==> config.mk <==
export PLATFORM = sky130hd
export DESIGN_NAME = link_wake_ctrl
export DESIGN_NICKNAME = d
export VERILOG_FILES = /design/src/rtl/link_wake_pkg.sv /design/src/rtl/link_wake_sync.sv /design/src/rtl/link_wake_clkmon.sv /design/src/rtl/link_wake_flag.sv /design/src/rtl/link_wake_ctrl.sv
export SDC_FILE = /design/constraint.sdc
export NUM_CORES = 1
export LEC_CHECK = 0
export BUFFER_PORTS_ARGS = -buffer_cell sky130_fd_sc_hd__buf_2
export CORE_ASPECT_RATIO = 1.25
export CORE_MARGIN = 1
export CORE_UTILIZATION = 40
export CTS_CLUSTER_SIZE = 40
export DETAILED_ROUTE_END_ITERATION = 8
export HOLD_SLACK_MARGIN = 0.12
export SLEW_MARGIN = 5
export SYNTH_ARGS = -nofsm -noshare
export SYNTH_HDL_FRONTEND = slang
export SYNTH_SLANG_ARGS = --single-unit
==> constraint.sdc <==
create_clock -name ref_clk -period 3.8 [get_ports ref_clk]
set_input_delay 0.76 -clock ref_clk [delete_from_list [all_inputs] [get_ports ref_clk]]
set_output_delay 0.76 -clock ref_clk [all_outputs]
set_load 0.05 [all_outputs]
==> src/rtl/link_wake_pkg.sv <==
package link_wake_pkg;

   typedef enum logic {
      LS_IDLE = 1'b0,
      LS_RUN  = 1'b1
   } link_state_t;

   function automatic int unsigned ceil_div(input int unsigned num, input int unsigned den);
      return (num + den - 1) / den;
   endfunction

endpackage

==> src/rtl/link_wake_sync.sv <==
module link_wake_sync #(
   parameter int   STAGES  = 2,
   parameter logic RST_VAL = 1'b0
) (
   input  logic clk,
   input  logic rst_n,
   input  logic d_async,
   output logic q_sync
);

   if (STAGES < 2) begin : g_bad_stages
      $error("link_wake_sync: STAGES must be at least 2");
   end

   logic [STAGES-1:0] chain;

   always_ff @(posedge clk or negedge rst_n) begin
      if (!rst_n) chain[0] <= RST_VAL;
      else        chain[0] <= d_async;
   end

   for (genvar i = 1; i < STAGES; i++) begin : g_stage
      always_ff @(posedge clk or negedge rst_n) begin
         if (!rst_n) chain[i] <= RST_VAL;
         else        chain[i] <= chain[i-1];
      end
   end

   assign q_sync = chain[STAGES-1];

endmodule

==> src/rtl/link_wake_clkmon.sv <==
module link_wake_clkmon #(
   parameter int TMO_CYC = 65
) (
   input  logic clk,
   input  logic rst_n,
   input  logic clk_s,
   input  logic watch_en,
   output logic rise,
   output logic expired
);

   localparam int CW = (TMO_CYC > 1) ? $clog2(TMO_CYC) : 1;
   localparam logic [CW-1:0] LIMIT = CW'(TMO_CYC - 1);

   if (TMO_CYC < 2) begin : g_bad_tmo
      $error("link_wake_clkmon: TMO_CYC must be at least 2");
   end

   logic          clk_prev;
   logic [CW-1:0] idle_cnt;

   always_ff @(posedge clk or negedge rst_n) begin
      if (!rst_n) clk_prev <= 1'b0;
      else        clk_prev <= clk_s;
   end

   assign rise = clk_s & ~clk_prev;

   always_ff @(posedge clk or negedge rst_n) begin
      if (!rst_n)                idle_cnt <= '0;
      else if (!watch_en || rise) idle_cnt <= '0;
      else if (idle_cnt != LIMIT) idle_cnt <= idle_cnt + 1'b1;
   end

   assign expired = watch_en & ~rise & (idle_cnt == LIMIT);

   // the idle counter saturates at its limit and never wraps
   a_r6_cnt_bound: assert property (@(posedge clk) disable iff (!rst_n)
      idle_cnt <= LIMIT);

   // a detected edge restarts the idle count
   a_r8_edge_restart: assert property (@(posedge clk) disable iff (!rst_n)
      (watch_en && rise) |=> (idle_cnt == '0));

endmodule

==> src/rtl/link_wake_flag.sv <==
module link_wake_flag (
   input  logic clk,
   input  logic rst_n,
   input  logic set_req,
   input  logic clr_req,
   output logic flag
);

   always_ff @(posedge clk or negedge rst_n) begin
      if (!rst_n)       flag <= 1'b0;
      else if (set_req) flag <= 1'b1;
      else if (clr_req) flag <= 1'b0;
   end

   // the flag holds until a clear arrives
   a_r3_sticky: assert property (@(posedge clk) disable iff (!rst_n)
      (flag && !clr_req) |=> flag);

   // a set in the same cycle as a clear wins
   a_r3_set_wins: assert property (@(posedge clk) disable iff (!rst_n)
      set_req |=> flag);

endmodule

==> src/rtl/link_wake_ctrl.sv <==
module link_wake_ctrl
   import link_wake_pkg::*;
#(
   parameter int REF_PERIOD_PS = 10000,
   parameter int TIMEOUT_NS    = 650,
   parameter int SYNC_STAGES   = 2
) (
   input  logic ref_clk,
   input  logic rst_n,
   input  logic role_slave,
   input  logic act_bit,
   input  logic irq_clr,
   input  logic link_clk,
   input  logic data_in,
   output logic tx_oe,
   output logic rx_oe,
   output logic drive_low,
   output logic clk_run,
   output logic irq
);

   localparam int TMO_CYC = int'(ceil_div(TIMEOUT_NS * 1000, REF_PERIOD_PS));

   if (REF_PERIOD_PS < 1) begin : g_bad_period
      $error("link_wake_ctrl: REF_PERIOD_PS must be positive");
   end

   logic        lclk_s;
   logic        din_s;
   logic        act_q;
   logic        lclk_rise;
   logic        idle_expired;
   logic        flag_set;
   link_state_t st_q;
   link_state_t st_d;

   link_wake_sync #(.STAGES(SYNC_STAGES), .RST_VAL(1'b0)) u_sync_clk (
      .clk(ref_clk), .rst_n(rst_n), .d_async(link_clk), .q_sync(lclk_s));

   // idle level of the data line is high (pull-up)
   link_wake_sync #(.STAGES(SYNC_STAGES), .RST_VAL(1'b1)) u_sync_din (
      .clk(ref_clk), .rst_n(rst_n), .d_async(data_in), .q_sync(din_s));

   link_wake_clkmon #(.TMO_CYC(TMO_CYC)) u_clkmon (
      .clk(ref_clk), .rst_n(rst_n), .clk_s(lclk_s),
      .watch_en(role_slave && (st_q == LS_RUN)),
      .rise(lclk_rise), .expired(idle_expired));

   always_ff @(posedge ref_clk or negedge rst_n) begin
      if (!rst_n) act_q <= 1'b0;
      else        act_q <= act_bit;
   end

   always_comb begin
      st_d = st_q;
      if (!role_slave)                           st_d = LS_IDLE;
      else if (st_q == LS_IDLE && lclk_rise)     st_d = LS_RUN;
      else if (st_q == LS_RUN  && idle_expired)  st_d = LS_IDLE;
   end

   always_ff @(posedge ref_clk or negedge rst_n) begin
      if (!rst_n) st_q <= LS_IDLE;
      else        st_q <= st_d;
   end

   assign flag_set = role_slave ? ((st_q == LS_IDLE) && lclk_rise)
                                : (!act_q && !din_s);

   link_wake_flag u_flag (
      .clk(ref_clk), .rst_n(rst_n), .set_req(flag_set),
      .clr_req(irq_clr), .flag(irq));

   assign clk_run   = !role_slave && act_q;
   assign tx_oe     = role_slave ? (st_q == LS_RUN) : act_q;
   assign drive_low = role_slave && act_q;
   assign rx_oe     = role_slave && act_q;

   // master outputs track the activation bit one cycle later
   a_r1_master_follow: assert property (@(posedge ref_clk) disable iff (!rst_n)
      (!role_slave && $stable(role_slave)) |=> (clk_run == $past(act_bit) && tx_oe == $past(act_bit)));

   // slave wake drive follows the activation bit
   a_r7_wake_drive: assert property (@(posedge ref_clk) disable iff (!rst_n)
      (role_slave && act_bit) |=> (!role_slave || (rx_oe && drive_low)));

   // role-specific outputs stay idle in the other role
   a_r9_master_quiet: assert property (@(posedge ref_clk) disable iff (!rst_n)
      !role_slave |-> (!rx_oe && !drive_low));
   a_r9_slave_no_clk: assert property (@(posedge ref_clk) disable iff (!rst_n)
      role_slave |-> !clk_run);

   // a clock edge while deactivated wakes the slave and raises the flag
   a_r5_remote_wake: assert property (@(posedge ref_clk) disable iff (!rst_n)
      (role_slave && st_q == LS_IDLE && lclk_rise) |=> (!role_slave || (tx_oe && irq)));

   // expiry returns the slave to the deactivated state
   a_r6_expire: assert property (@(posedge ref_clk) disable iff (!rst_n)
      (role_slave && idle_expired) |=> (!role_slave || !tx_oe));

endmodule

==> impl_metrics.env, run 1 <==
export IMPL_p_switching_uw=79.5
export IMPL_grt_pass1_wl_microns=1730
export IMPL_syn_area_sq_um=653
export IMPL_routedWlPerCell_microns=11.6
export IMPL_pwr_share_clk=0.312
export IMPL_finalSetupViolations=0
export IMPL_diodes=0
export IMPL_antenna_found_initial=0
export IMPL_power_internal_uw=213
export IMPL_gp_congestion=0.718
export IMPL_clock_fmax_mhz=477
export IMPL_die_area_sq_um=1800
export IMPL_start_kind="input pin"
export IMPL_drive_gt1_frac=0.250
export IMPL_synth_most_common_cell="dfrtp_1"
export IMPL_synth_top_area_cell="dfrtp_1"
export IMPL_end_kind="output port"
export IMPL_whs_ps=351
export IMPL_clock_latency_ps=290
export IMPL_finalSetupTns_ps=0
export IMPL_dpl_hpwl_microns=741
export IMPL_r2r_end="u_clkmon.idle_cnt[1]"
export IMPL_finalClockSkew_ps=8.15
export IMPL_dp_cells=85
export IMPL_crit_chain="buf_2, inv_1, nor2_1, buf_2"
export IMPL_slew_viol_final=0
export IMPL_vias=457
export IMPL_outcome="finished clean"
export IMPL_rows=15
export IMPL_syn_avg_cell_area_sq_um=10.9
export IMPL_cts_tree="done"
export IMPL_rsz0062_at_grt="no"
export IMPL_grt_pass1_vias=416
export IMPL_pwr_share_comb=0.111
export IMPL_dieHeight_microns=47.2
export IMPL_layout_nets=82
export IMPL_hold_violations=0
export IMPL_cts_buffers=3
export IMPL_htree_num_levels=1
export IMPL_yosys_cell_types_count=23
export IMPL_reg2reg_slack_ps=2410
export IMPL_cp_slowest_stage_delay_ps=270
export IMPL_grtUsageTotal=0.149
export IMPL_worstPathArrival_ps=1340
export IMPL_maxCapViolCount=0
export IMPL_yosys_top_cells_count="dfrtp_1, nand3_1, inv_1, nand2_1, nor2_1"
export IMPL_power_frac_seq=0.577
export IMPL_cp_required_ps=3040
export IMPL_worst_pin_slew_ps=355
export IMPL_io_pins=12
export IMPL_initial_utilization=0.452
export IMPL_synth_top_area_frac=0.498
export IMPL_relSlewSlack=0.762
export IMPL_core_sq_um=1450
export IMPL_cp_max_fo=6
export IMPL_clk_pin_slew_ps=90
export IMPL_grt_max_degree=16
export IMPL_portBuffers=11
export IMPL_syn_inst=60
export IMPL_switching_share=0.271
export IMPL_drt_iter0_drc=3
export IMPL_stdcell_count=89
export IMPL_ir_drop_mv=0.214
export IMPL_synth_edf_count=0
export IMPL_worstReg2RegStart="u_clkmon.idle_cnt[0]"
export IMPL_fin_crit_sh=0.552
export IMPL_ys_top_cells_by_area="dfrtp_1, dfstp_2, nand3_1, ha_1, mux2i_1"
export IMPL_ys_seq_area_frac=0.579
export IMPL_cts_resized=0
export IMPL_fin_crit_ps=2100
export IMPL_hold_path_class="in -> async"
export IMPL_critPathKind="in -> out"
export IMPL_die_w_microns=38.1
export IMPL_fin_util=0.513
export IMPL_fillers=135
export IMPL_synth_seq_cells=15
export IMPL_drt_pass1_iter_count=4
export IMPL_gr_total_overflow=0
export IMPL_ant_nets=0
export IMPL_synth_flop_cell="dfrtp_1"
export IMPL_area_delta_synth_final_pct=13.4
export IMPL_drcViolationCount=0
export IMPL_cts_hold_buf=0
export IMPL_synthArstFlopShare=1.00
export IMPL_wirelength_microns=1030
export IMPL_synth_nets=69
export IMPL_crit_path_top_delay_cell="buf_2"
export IMPL_cts_setup_buffers=0
export IMPL_cts_root_buf="clkbuf_4"
export IMPL_leakage_nw=0.332
export IMPL_ys_warn_count=0
export IMPL_clock_path_buffers=2
export IMPL_cts_sinks=15
export IMPL_reg2regPathDepth=5
export IMPL_power_density_nw_per_um2=395
export IMPL_cpMostUsedCell="buf_2"
export IMPL_via_per_inst=5.13
metal layers:
layer	vias to the layer above	track usage	wire [microns]
li1	231	-	-
met1	212	0.197	484
met2	9	0.197	462
met3	5	0.0427	37
met4	0	0.129	43
met5	-	0	0
kinds of logic (layout without fill, tap and decap cells):
kind of cell / count (synthesis) / after routing / share of synthesized area
xor gates and xnor gates: 2 / 2 / 0.0268
adders and majority gates: 2 / 2 / 0.0383
buffers and inverters: 7 / 19 / 0.0479
AOI/OAI and AO/OA: 8 / 8 / 0.0709
muxes: 2 / 2 / 0.0307
DFF: 15 / 15 / 0.579
and+or+nand+nor: 24 / 24 / 0.207
stage by stage:
stage	instance area (sq um)	worst slack, ps	power, mW
3_5_place_dp	713	1690	0.205
5_1_grt	741	1650	0.310
6_report	741	1700	0.293
4_1_cts	741	1690	0.299
3_3_place_gp	713	1720	0.205
2_1_floorplan	653	1180	0.194
sequential cells by signal, summed over array words and instances, names as in the netlist:
name,cells
u_sync_clk.chain,1
u_clkmon.idle_cnt,7
act_q,1
u_flag.flag,1
u_sync_clk.q_sync,1
u_sync_din.chain,1
st_q,1
u_sync_din.q_sync,1
u_clkmon.clk_prev,1
cell type report:
type                       instances  area, sq um  area share
multi-input combinational         38          244       0.329
timing repair buffer              11         55.1      0.0743
tap                               17         21.3      0.0287
clock buffer                       3         22.5      0.0304
clock inverter                     1         5.00     0.00676
sequential                        15          378       0.510
inverter                           4         15.0      0.0203
layout by cell type, fill, tap and decap left out, types with 2 or more instances in the layout:
master	instances
dfrtp_1	13
buf_2	11
nand3_1	6
inv_1	4
nor2_1	4
nand2_1	4
o21ai_0	3
or3_1	3
clkbuf_4	3
nand2b_1	2
xor2_1	2
o22ai_1	2
mux2i_1	2
a21oi_1	2
ha_1	2
dfstp_2	2
power by group through the flow:
stage	Combinational, mW	Clock, mW	Sequential (mW)
floorplan	0.0185	0	0.176
global route	0.0358	0.105	0.170
finish	0.0326	0.0913	0.169
detailed placement	0.0331	0	0.172
CTS	0.0332	0.0971	0.169
global placement	0.0328	0	0.172
worst max path at each step:
stage,from,end
after floorplan,role_slave,tx_oe
after global placement,role_slave,drive_low
after detailed placement,role_slave,rx_oe
after CTS,role_slave,drive_low
after global routing,role_slave,rx_oe
final,role_slave,drive_low
worst max-delay path: cells and delay by family:
kind / cells / cell delay [ps]
simple gates: 1 / 120
buf+inv: 3 / 450
Power figures use the tool's default switching activity.
==> run 2, diff against run 1 <==
- clock period: 3.8 -> 1.75 ns (I/O delays scaled with it)
==> impl_metrics.env, run 2 (synthesis gave the netlist of run 1 again) <==
export IMPL_crit_family="flip-flops"
export IMPL_final_cell_mix="dfrtp_1, buf_2, nand3_1, inv_1, nand2_1"
export IMPL_drive_gt1_frac=0.247
export IMPL_stdcell_count=90
export IMPL_slew_viol_final=0
export IMPL_core_sq_um=1450
export IMPL_drt_iter0_drc=5
export IMPL_cp_slowest_stage_delay_ps=350
export IMPL_cts_resized=0
export IMPL_maxCapViolCount=0
export IMPL_antenna_found_initial=0
export IMPL_cp_max_fo=3
export IMPL_dpl_hpwl_microns=769
export IMPL_gp_congestion=0.744
export IMPL_dp_cells=85
export IMPL_finalClockSkew_ps=2.30
export IMPL_cts_root_buf="clkbuf_4"
export IMPL_dieHeight_microns=47.2
export IMPL_final_common_cell="dfrtp_1"
export IMPL_largest_register="u_clkmon.idle_cnt"
export IMPL_grtUsageTotal=0.142
export IMPL_cts_buffers=3
export IMPL_clock_latency_ps=280
export IMPL_drcViolationCount=0
export IMPL_drt_pass1_iter_count=2
export IMPL_critPathKind="reg -> out"
export IMPL_portBuffers=11
export IMPL_vias=466
export IMPL_grt_pass1_vias=427
export IMPL_hold_violations=0
export IMPL_finalSetupTns_ps=0
export IMPL_power_density_nw_per_um2=843
export IMPL_initial_utilization=0.452
export IMPL_hold_path_class="in -> reg"
export IMPL_routedWlPerCell_microns=11.5
export IMPL_grt_pass1_wl_microns=1750
export IMPL_leakage_nw=0.333
export IMPL_largest_reg_flops=7
export IMPL_cts_tree="done"
export IMPL_fin_crit_ps=1420
export IMPL_rsz0062_at_grt="no"
export IMPL_clk_pin_slew_ps=80
export IMPL_worst_pin_slew_ps=354
export IMPL_layout_nets=83
export IMPL_diodes=0
export IMPL_relSlewSlack=0.763
export IMPL_wirelength_microns=1040
export IMPL_path_buf_inv=2
export IMPL_fin_crit_sh=0.809
export IMPL_die_w_microns=38.1
export IMPL_area_delta_synth_final_pct=15.1
export IMPL_io_pins=12
export IMPL_ant_nets=0
export IMPL_htree_num_levels=1
export IMPL_clock_path_buffers=2
export IMPL_cp_required_ps=1400
export IMPL_clock_fmax_mhz=706
export IMPL_crit_path_top_delay_cell="dfrtp_1"
export IMPL_cts_sinks=15
export IMPL_ir_drop_mv=0.472
export IMPL_die_area_sq_um=1800
export IMPL_grt_max_degree=16
export IMPL_outcome="finished clean"
export IMPL_worstPathArrival_ps=1070
export IMPL_reg2reg_slack_ps=390
export IMPL_end_kind="output port"
export IMPL_start_kind="register"
export IMPL_via_per_inst=5.18
export IMPL_crit_chain="inv_1, o21ai_1, buf_2"
export IMPL_gr_total_overflow=0
export IMPL_cts_setup_buffers=0
export IMPL_finalSetupViolations=0
export IMPL_rows=15
-- run 2: worst paths after layout --
kind                                             end  cells after the start            startpoint
worst min-delay path             u_sync_din.chain[0]                      1               data_in
worst min register to register     u_sync_clk.q_sync                      0   u_sync_clk.chain[0]
worst max register to register  u_clkmon.idle_cnt[0]                      5  u_clkmon.idle_cnt[0]
max in group asynchronous        u_sync_din.chain[0]                      2                 rst_n
min in group asynchronous       u_clkmon.idle_cnt[4]                      2                 rst_n
worst max-delay path                           tx_oe                      3                 act_q
-- run 2: metrics by stage --
| step | area (sq um) | utilization | hold slack, ps | power, mW | worst slack, ps |
|---|---|---|---|---|---|
| after floorplan | 656 | - | 54.4 | 0.423 | 249 |
| after global placement | 716 | 0.495 | 270 | 0.446 | 456 |
| after detailed placement | 716 | 0.495 | 267 | 0.446 | 384 |
| after CTS | 752 | 0.520 | 153 | 0.643 | 316 |
| after global routing | 752 | 0.520 | 135 | 0.669 | 251 |
| final | 752 | 0.520 | 162 | 0.634 | 334 |
-- run 2: power by group --
group          internal, mW  total [mW]  leakage [nW]  switching (mW)
logic                0.0193      0.0737         0.128          0.0543
clock network        0.0884       0.194        0.0150           0.106
registers             0.361       0.366         0.191         0.00560
-- run 2: worst reg2reg max path, cell delays in order (launching register included) --
cell and delay (ps):
dfrtp_1 420, inv_1 90, ha_1 150, nand4bb_1 120
nor3_2 290, mux2i_1 220
-- run 2: metal layers --
layer  track usage  up-vias  share of wire  wire length (microns)
li1              -      228              -                      -
met1         0.189      226           0.48                    494
met2         0.203        7           0.46                    479
met3        0.0427        5          0.034                     35
met4        0.0857        0          0.024                     25
met5             0        -              0                      0
-- run 2: area by class of cell --
type | instances | area, sq um
fill | 136 | 693
multi-input combinational | 38 | 246
tap | 17 | 21.3
sequential | 15 | 378
inverter | 4 | 15.0
clock buffer | 4 | 26.3
timing repair buffer | 12 | 65.1
-- run 2: repair_timing --
action | CTS | global route
hold buffers | 1 | 0
setup endpoints to repair | 0 | 0
hold endpoints to repair | 13 | 0
